==> config.mk <==
export PLATFORM = sky130hd
export DESIGN_NAME = secded_codec
export DESIGN_NICKNAME = d
export VERILOG_FILES = /design/src/rtl/secded_pkg.sv /design/src/rtl/secded_parity_tree.sv /design/src/rtl/secded_enc.sv /design/src/rtl/secded_dec.sv /design/src/rtl/secded_pipe.sv /design/src/rtl/secded_codec.sv
export SDC_FILE = /design/constraint.sdc
export NUM_CORES = 1
export LEC_CHECK = 0
export CAP_MARGIN = 25
export CORE_MARGIN = 8
export CORE_UTILIZATION = 35
export DETAILED_ROUTE_END_ITERATION = 10
export GPL_TIMING_DRIVEN = 0
export MAX_ROUTING_LAYER = met4
export PLACE_DENSITY = 0.79
export SLEW_MARGIN = 20
export SYNTH_ARGS = -nofsm -noshare
export SYNTH_HDL_FRONTEND = slang
export SYNTH_SLANG_ARGS = --single-unit
==> constraint.sdc <==
create_clock -name clk -period 0.8 [get_ports clk]
set_input_delay 0.08 -clock clk [delete_from_list [all_inputs] [get_ports clk]]
set_output_delay 0.08 -clock clk [all_outputs]
set_load 0.005 [all_outputs]
==> src/rtl/secded_pkg.sv <==
package secded_pkg;

   typedef enum logic [1:0] {
      CLS_CLEAN = 2'd0,
      CLS_FIXED = 2'd1,
      CLS_PBIT  = 2'd2,
      CLS_FATAL = 2'd3
   } secded_cls_e;

   // True when q is a power of two (check-bit slot).
   function automatic bit is_pow2(input int unsigned q);
      return (q != 0) && ((q & (q - 1)) == 0);
   endfunction

   // Codeword index that carries data bit k.
   function automatic int unsigned data_pos(input int unsigned k);
      int unsigned seen;
      int unsigned pos;
      bit          found;
      seen  = 0;
      pos   = 0;
      found = 1'b0;
      for (int unsigned q = 1; q < 1024; q++) begin
         if (!found && !is_pow2(q)) begin
            if (seen == k) begin
               pos   = q;
               found = 1'b1;
            end
            seen++;
         end
      end
      return pos;
   endfunction

endpackage

==> src/rtl/secded_parity_tree.sv <==
module secded_parity_tree #(
   parameter int LAST_POS = 38,
   parameter int CHK_W    = 6
) (
   input  logic [LAST_POS:1] vec_i,
   output logic [CHK_W-1:0]  syn_o
);
   always_comb begin
      syn_o = '0;
      for (int p = 1; p <= LAST_POS; p++) begin
         for (int j = 0; j < CHK_W; j++) begin
            if (((p >> j) & 1) != 0) syn_o[j] = syn_o[j] ^ vec_i[p];
         end
      end
   end
endmodule

==> src/rtl/secded_enc.sv <==
module secded_enc #(
   parameter int DATA_W = 32,
   parameter int CHK_W  = 6,
   parameter int CODE_W = 40
) (
   input  logic [DATA_W-1:0] data_i,
   output logic [CODE_W-1:0] code_o
);
   localparam int LAST_POS = DATA_W + CHK_W;
   localparam int SPARE_W  = CODE_W - LAST_POS - 1;

   logic [LAST_POS:1] spread;
   logic [LAST_POS:1] full;
   logic [CHK_W-1:0]  chk;

   for (genvar k = 0; k < DATA_W; k++) begin : g_place
      localparam int unsigned POS = secded_pkg::data_pos(k);
      assign spread[POS] = data_i[k];
   end
   for (genvar j = 0; j < CHK_W; j++) begin : g_hole
      assign spread[1 << j] = 1'b0;
   end

   secded_parity_tree #(.LAST_POS(LAST_POS), .CHK_W(CHK_W)) u_tree (
      .vec_i (spread),
      .syn_o (chk)
   );

   always_comb begin
      full = spread;
      for (int j = 0; j < CHK_W; j++) full[1 << j] = chk[j];
   end

   if (SPARE_W > 0) begin : g_pad
      assign code_o = {{SPARE_W{1'b0}}, full, ^full};
   end else begin : g_nopad
      assign code_o = {full, ^full};
   end
endmodule

==> src/rtl/secded_dec.sv <==
module secded_dec #(
   parameter int DATA_W = 32,
   parameter int CHK_W  = 6,
   parameter int CODE_W = 40
) (
   input  logic [CODE_W-1:0] code_i,
   output logic [DATA_W-1:0] data_o,
   output logic [CHK_W-1:0]  syn_o,
   output secded_pkg::secded_cls_e cls_o
);
   import secded_pkg::*;

   localparam int LAST_POS = DATA_W + CHK_W;
   localparam logic [CHK_W-1:0] LAST_SYN = CHK_W'(LAST_POS);

   logic [LAST_POS:1] body;
   logic [LAST_POS:1] flip;
   logic [LAST_POS:1] fixed_body;
   logic              par_err;
   logic              fix_en;

   assign body    = code_i[LAST_POS:1];
   assign par_err = ^code_i[LAST_POS:0];

   secded_parity_tree #(.LAST_POS(LAST_POS), .CHK_W(CHK_W)) u_tree (
      .vec_i (body),
      .syn_o (syn_o)
   );

   // Four-rule sort on syndrome zero/non-zero and parity match.
   always_comb begin
      if (syn_o == '0) begin
         cls_o = par_err ? CLS_PBIT : CLS_CLEAN;
      end else if (par_err && (syn_o <= LAST_SYN)) begin
         cls_o = CLS_FIXED;
      end else begin
         cls_o = CLS_FATAL;
      end
   end

   assign fix_en = (cls_o == CLS_FIXED);

   always_comb begin
      for (int p = 1; p <= LAST_POS; p++) begin
         flip[p] = fix_en && (syn_o == CHK_W'(p));
      end
   end

   assign fixed_body = body ^ flip;

   for (genvar k = 0; k < DATA_W; k++) begin : g_pick
      localparam int unsigned POS = data_pos(k);
      assign data_o[k] = fixed_body[POS];
   end
endmodule

==> src/rtl/secded_pipe.sv <==
module secded_pipe #(
   parameter int           W       = 8,
   parameter bit           REG_OUT = 1'b1,
   parameter logic [W-1:0] RST_VAL = '0
) (
   input  logic         clk,
   input  logic         rst_n,
   input  logic [W-1:0] d_i,
   output logic [W-1:0] q_o
);
   if (REG_OUT) begin : g_reg
      always_ff @(posedge clk or negedge rst_n) begin
         if (!rst_n) q_o <= RST_VAL;
         else        q_o <= d_i;
      end
   end else begin : g_wire
      assign q_o = d_i;
   end
endmodule

==> src/rtl/secded_codec.sv <==
module secded_codec #(
   parameter int DATA_W  = 32,
   parameter int CHK_W   = 6,
   parameter int CODE_W  = 40,
   parameter bit REG_OUT = 1'b1
) (
   input  logic              clk,
   input  logic              rst_n,
   input  logic [DATA_W-1:0] enc_data_i,
   output logic [CODE_W-1:0] enc_code_o,
   input  logic [CODE_W-1:0] dec_code_i,
   output logic [DATA_W-1:0] dec_data_o,
   output logic [CHK_W-1:0]  dec_syndrome_o,
   output logic              dec_clean_o,
   output logic              dec_corrected_o,
   output logic              dec_pbit_o,
   output logic              dec_uncorr_o
);
   import secded_pkg::*;

   localparam int LAST_POS = DATA_W + CHK_W;
   localparam int DEC_W    = DATA_W + CHK_W + 4;
   localparam logic [DEC_W-1:0] DEC_RST = {{(DATA_W + CHK_W){1'b0}}, 4'b1000};

   if ((1 << CHK_W) < LAST_POS + 1) begin : g_chk_bad
      $error("CHK_W too small for DATA_W");
   end
   if (CODE_W < LAST_POS + 1) begin : g_code_bad
      $error("CODE_W too small to hold the code");
   end

   logic [CODE_W-1:0] enc_raw;
   logic [DATA_W-1:0] dec_data_raw;
   logic [CHK_W-1:0]  dec_syn_raw;
   secded_cls_e       dec_cls;
   logic [3:0]        flag_raw;
   logic [DEC_W-1:0]  dec_bus;

   secded_enc #(.DATA_W(DATA_W), .CHK_W(CHK_W), .CODE_W(CODE_W)) u_enc (
      .data_i (enc_data_i),
      .code_o (enc_raw)
   );

   secded_dec #(.DATA_W(DATA_W), .CHK_W(CHK_W), .CODE_W(CODE_W)) u_dec (
      .code_i (dec_code_i),
      .data_o (dec_data_raw),
      .syn_o  (dec_syn_raw),
      .cls_o  (dec_cls)
   );

   assign flag_raw = {dec_cls == CLS_CLEAN, dec_cls == CLS_FIXED,
                      dec_cls == CLS_PBIT,  dec_cls == CLS_FATAL};

   secded_pipe #(.W(CODE_W), .REG_OUT(REG_OUT), .RST_VAL('0)) u_enc_pipe (
      .clk   (clk),
      .rst_n (rst_n),
      .d_i   (enc_raw),
      .q_o   (enc_code_o)
   );

   secded_pipe #(.W(DEC_W), .REG_OUT(REG_OUT), .RST_VAL(DEC_RST)) u_dec_pipe (
      .clk   (clk),
      .rst_n (rst_n),
      .d_i   ({dec_data_raw, dec_syn_raw, flag_raw}),
      .q_o   (dec_bus)
   );

   assign dec_data_o      = dec_bus[DEC_W-1 -: DATA_W];
   assign dec_syndrome_o  = dec_bus[4 +: CHK_W];
   assign dec_clean_o     = dec_bus[3];
   assign dec_corrected_o = dec_bus[2];
   assign dec_pbit_o      = dec_bus[1];
   assign dec_uncorr_o    = dec_bus[0];
endmodule

Yosys cells after proc, flatten, opt, wreduce, memory -nomap -nowiden
Cells that the tools add are included.
{"block": "classes", "mux": 3, "reduce_logical": 43, "n_lt_le_gt_ge": 1, "eq_ne": 41, "bitwise": 175}
{"operator": "$xor A1 B1 Y1", "n": 174}
{"operator": "$eq A6 B5 Y1 const B", "n": 16}
{"operator": "$eq A6 B4 Y1 const B", "n": 8}
{"operator": "$eq A6 B6 Y1 const B", "n": 7}
{"operator": "$logic_and A1 B1 Y1", "n": 39}
{"operator": "$reduce_xor A39 Y1", "n": 1}
{"operator": "$reduce_xor A38 Y1", "n": 1}
{"operator": "$xor A38 B38 Y38", "n": 1}
{"operator": "$eq A6 B3 Y1 const B", "n": 4}
{"operator": "$eq A6 B2 Y1 const B", "n": 2}
{"operator": "$eq A6 B1 Y1 const B", "n": 1}
{"operator": "$le A6 B6 Y1 const B", "n": 1}
{"operator": "$logic_not A6 Y1", "n": 1}
{"operator": "$mux W2", "n": 3}
{"operator": "$eq A2 B2 Y1 const B", "n": 2}
{"operator": "$eq A2 B1 Y1 const B", "n": 1}
{"operator": "$logic_not A2 Y1", "n": 1}
{"block": "totals", "out_inout_bits": 82, "regBits": 81, "in_bits": 74, "word_cells": 265}

Depth between registers and ports, before layout
{"block": "depth", "word_depth": 25, "mapped_depth": 9, "mapped_depth_nobuf": 7}

Hierarchy
Synthesis repeated with hierarchy kept, for this count alone.
{"block": "hier_totals", "hier_cells": 484, "hier_area_um2": 5656.7}
{"mod": "secded_dec", "cells_each": 236, "area_per_inst_um2": 1595.3, "n_inst": 1, "seq_area_each_um2": 0.0}
{"mod": "secded_parity_tree", "cells_each": 46, "area_per_inst_um2": 700.7, "n_inst": 2, "seq_area_each_um2": 0.0}
{"mod": "secded_pipe (u_dec_pipe)", "cells_each": 42, "area_per_inst_um2": 1052.3, "n_inst": 1, "seq_area_each_um2": 1052.3}
{"mod": "secded_pipe (u_enc_pipe)", "cells_each": 40, "area_per_inst_um2": 1001.0, "n_inst": 1, "seq_area_each_um2": 1001.0}
{"mod": "secded_enc", "cells_each": 70, "area_per_inst_um2": 580.6, "n_inst": 1, "seq_area_each_um2": 0.0}
{"mod": "secded_codec", "cells_each": 4, "area_per_inst_um2": 26.3, "n_inst": 1, "seq_area_each_um2": 0.0}

Worst setup path after synthesis
OpenSTA, ideal clock, no wires.
{"block": "synth_timing", "path_kind": "input -> register", "from": "input port dec_code_i[20]", "to": "register u_dec_pipe.q_o[2]", "stages": 8, "slack_ps": -1073, "setup_ps": 129, "path_buffers": 1, "t_arrival_ps": 1745, "required_time_ps": 671, "path_cell_list": "xnor2_1 > xnor2_1 > xor2_1 > xnor2_2 > mux2i_1 > clkbuf_4 > nand2_2 > a2111o_1"}
{"block": "synth_via", "elab_chain_len": 17, "word_cells_on_any_way": 31, "cone_classes": "1 x order compare; 1 x eq/ne; 3 x mux; 23 x bitwise; 3 x reduce/logical"}
{"element": "from (decl)", "line_no": "secded_codec.sv:11", "text": "input logic [CODE_W-1:0] dec_code_i,"}
{"element": "$xor A1 B1 Y1 (12 in series)", "line_no": "secded_parity_tree.sv:12", "text": "if (((p >> j) & 1) != 0) syn_o[j] = syn_o[j] ^ vec_i[p];"}
{"element": "$le A6 B6 Y1", "line_no": "secded_dec.sv:34", "text": "end else if (par_err && (syn_o <= LAST_SYN)) begin"}
{"element": "$logic_and A1 B1 Y1", "line_no": "secded_dec.sv:34"}
{"element": "$mux W2", "line_no": "secded_dec.sv:34"}
{"element": "$mux W2 (*)", "line_no": "secded_dec.sv:32", "text": "if (syn_o == '0) begin"}
{"element": "$eq A2 B1 Y1 (*)", "line_no": "secded_codec.sv:51", "text": "assign flag_raw = {dec_cls == CLS_CLEAN, dec_cls == CLS_FIXED,"}
{"element": "net flag_raw[2]", "line_no": "secded_codec.sv:36", "text": "logic [3:0] flag_raw;"}
{"element": "to (signal assigned)", "line_no": "secded_pipe.sv:14", "text": "else q_o <= d_i;"}
{"element": "to (decl)", "line_no": "secded_pipe.sv:9", "text": "output logic [W-1:0] q_o"}
Mark *: on every way through the listed nets, which the timed path passes. The rest lies on a longest branch.

Final worst setup path
{"block": "layout_timing", "from": "input port dec_code_i[9]", "to": "register u_dec_pipe.q_o[40]"}
{"block": "layout_via", "elab_chain_len": 22, "word_cells_on_any_way": 41, "cone_classes": "1 x order compare; 2 x eq/ne; 3 x mux; 31 x bitwise; 4 x reduce/logical"}
{"element": "$xor A1 B1 Y1 (*) (15 in series)", "line_no": "secded_parity_tree.sv:12"}
{"element": "net dec_syn_raw[0]", "line_no": "secded_codec.sv:34", "text": "logic [CHK_W-1:0] dec_syn_raw;"}
{"element": "$le A6 B6 Y1", "line_no": "secded_dec.sv:34"}
{"element": "$logic_and A1 B1 Y1", "line_no": "secded_dec.sv:34"}
{"element": "$mux W2", "line_no": "secded_dec.sv:34"}
{"element": "$mux W2", "line_no": "secded_dec.sv:32"}
{"element": "$eq A2 B1 Y1", "line_no": "secded_dec.sv:41", "text": "assign fix_en = (cls_o == CLS_FIXED);"}
{"element": "$logic_and A1 B1 Y1 (*)", "line_no": "secded_dec.sv:45", "text": "flip[p] = fix_en && (syn_o == CHK_W'(p));"}
{"element": "$xor A38 B38 Y38 (*)", "line_no": "secded_dec.sv:49", "text": "assign fixed_body = body ^ flip;"}
{"element": "net dec_data_raw[30]", "line_no": "secded_codec.sv:33", "text": "logic [DATA_W-1:0] dec_data_raw;"}
Marked as above.

==> results.cfg <==
[route]
drt_iter0_drc = 264
drc = 0
vias_per_cell = 4.89
num_vias = 3616
routedWlPerCell_um = 23.6
routed_wl_um = 17500
firstDrtPassIters = 5
ant_nets = 0

[global_routing]
grt_max_degree = 50
grt_usage_pct = 22.4
grt_pass1_wl_um = 24000
grt_pass1_vias = 4073
antenna_found_initial = 0
overflow = 0

[yosys]
synth_compound_area_share_pct = 0.508
netlist_instances = 315
synthAdderAreaFrac_pct = 0
synth_area_um2 = 3940
synth.area.mux_share_pct = 1.11
synth_top_area_share_pct = 50.8
synth_top_family_by_area = XOR/XNOR gates
yosys_warnings = 0
synthTopCellsByArea = dfrtp_1 (51%), xnor2_1 (32%), xor2_1 (4.2%)
synth_fp_nets = 389
synthXorXnorAreaFrac_pct = 38.2
ys_ff_latch = 81
avgSynthCellArea_um2 = 12.5
synthSimpleGateAreaFrac_pct = 7.37
seq_area_frac_synth_pct = 51.5
yosysTopAreaCell = dfrtp_1
ys_types = 30

[die]
die_w_um = 122
initial_core_util_pct = 36.0
io_pins = 156
rows = 38
dieArea_um2 = 14900
placeableCoreArea_um2 = 10900
die_h_um = 122

[place]
placed_cell_area_um2 = 5990
port_buffers = 153
place_ws_ns = -2.10
place.gp.congestion = 0.780
placedCellCount = 609
hpwlAfterDp_um = 9240

[pwr]
switching_share_pct = 38.0
power_switching_w = 0.00963
p_leak_nw = 3.70
p_int_w = 0.0157
p_per_area_nw_per_um2 = 3020
seq_power_share_pct = 19.9
irDropWorstVdd_uv = 1970
comb_power_share_pct = 64.2
p_clk_share_pct = 15.9
power.total_w = 0.0254

[sta]
min_period_ns = 2.01
grt_setup_unrepaired = yes
setup_violations = 129
finalHoldViolCount = 32
maxSlewViolCount = 0
period_share_pct = 251
clock.fmax_ghz = 0.498
whs_ns = -0.321
finalWorstSetupSlack_ns = -1.21

[hold_path]
hold_class = in2async

[setup_path]
cp-start-kind = input port
crit_fanout = 4
crit_required_ns = 1.04
crit_type = in2reg
arrival_ns = 2.25
worstSetupEndpointType = flop

[cts]
max-clock-path-buffers = 2
clock-sinks = 81
clkTransAtPathRegs_ns = 0.07
cts_tree = yes
cts_root_buf = clkbuf_16
h-tree-depth = 3
cts-buffers-inserted = 9

[finish]
syn_to_final_growth_pct = 113
diodes = 0
final_cell_count_no_fill = 740
final_area_um2 = 8400
final_nets = 669
drive_above_1_share_pct = 66.7

[status]
outcome = finished with violations
violations = hold timing, setup timing

[flow_run]
maxCapViolations = 0
## path summary, 6_finish.rpt
path / startpoint / slack [ns] / depth (start not counted) / to
worst max-delay path: dec_code_i[9] / -1.21 / 9 / u_dec_pipe.q_o[40]
worst min-delay path: rst_n / -0.32 / 1 / u_enc_pipe.q_o[37]
max in group asynchronous: rst_n / 0.50 / 2 / u_dec_pipe.q_o[3]
min in group clk: dec_code_i[23] / 0.01 / 2 / u_dec_pipe.q_o[27]
## per-layer routing
layer	part of all wire [%]	track usage [%]	wire [um]
met3	9.3	6.43	1630
met5	0	-	0
met4	3.7	8.68	642
met2	50	37.9	8710
met1	37	24.3	6500
## synth_stat cells (all sizes together)
master	n
xnor2	145
dfrtp	80
nand3	26
xor2	19
nand3b	7
buf	6
nand2	5
mux2i	4
nor2	3
nor2b	3
and3	2
clkbuf	2
nand2b	2
nor3	2
xnor3	2
a2111o	1
a31o	1
and2	1
conb	1
dfstp	1
inv	1
nor4	1
## stage by stage
step | hold WS (ns) | TNS [ns] | utilization (%)
after global placement | 0.603 | -339.61 | 54.6
after global routing | -0.293 | -56.08 | 76.8
final | -0.321 | -52.56 | 76.8
after floorplan | -0.216 | -34.84 | -
after CTS | -0.321 | -40.73 | 71.2
after detailed placement | 0.0358 | -91.43 | 54.8
## registers in the layout, summed over array words and instances, names as in the netlist
name / count
u_dec_pipe.q_o: 42
u_enc_pipe.q_o: 39
## cell usage in the layout (no fill, tap or decap), drive strengths merged, types with 2 or more instances in the layout
cell type | Yosys | routed
xor2 | 19 | 19
and3 | 2 | 2
dfrtp | 80 | 80
clkbuf | 2 | 16
nor2 | 3 | 3
dlygate4sd2 | 0 | 5
buf | 6 | 216
nand2b | 2 | 2
clkdlybuf4s15 | 0 | 3
nand3 | 26 | 26
nor3 | 2 | 2
mux2i | 4 | 4
xnor3 | 2 | 2
nand2 | 5 | 5
nor2b | 3 | 3
dlygate4sd3 | 0 | 48
xnor2 | 145 | 145
clkinvlp | 0 | 3
nand3b | 7 | 7
## critical path: stages
cell and delay, ns:
buf_12 0.11, xnor2_4 0.15, xnor2_2 0.30, xnor3_2 0.56
xnor2_4 0.23, nor2b_2 0.26, buf_6 0.16, nand3b_1 0.14
xnor2_1 0.24
## cell families (layout without fill, tap and decap cells)
| family | after synthesis | after routing |
|---|---|---|
| xor gates and xnor gates | 166 | 166 |
| DFF | 81 | 81 |
| and+or+nand+nor | 52 | 52 |
| buffers and inverters | 9 | 294 |
| muxes | 4 | 4 |
| AOI/OAI and AO/OA | 2 | 2 |
| other | 1 | 1 |
## power groups by stage
stage / sequential (W) / combinational [W] / clock, W
after floorplan: 0.00515 / 0.00469 / 0
after global placement: 0.00509 / 0.00800 / 0
after detailed placement: 0.00509 / 0.00816 / 0
after CTS: 0.00501 / 0.0137 / 0.00401
after global routing: 0.00510 / 0.0169 / 0.00430
final: 0.00505 / 0.0163 / 0.00403
## timing repair
item                                    CTS  global route
pin swaps                               108            54
hold buffers                             46             2
resized for setup                       812            97
cloned                                    4             0
hold endpoints to repair                 78            34
endpoints found under the setup margin  130           129
setup buffers                            61             8
## layout make-up
type / count / area [um2]
fill: 605 / 2540
inverter: 1 / 3.75
clock inverter: 4 / 27.5
buffer: 7 / 88.8
tap: 140 / 175
multi-input combinational: 225 / 3480
clock buffer: 12 / 256
sequential: 81 / 2030
timing repair buffer: 270 / 2340
Note: power is estimated with default switching activity, not from simulation.
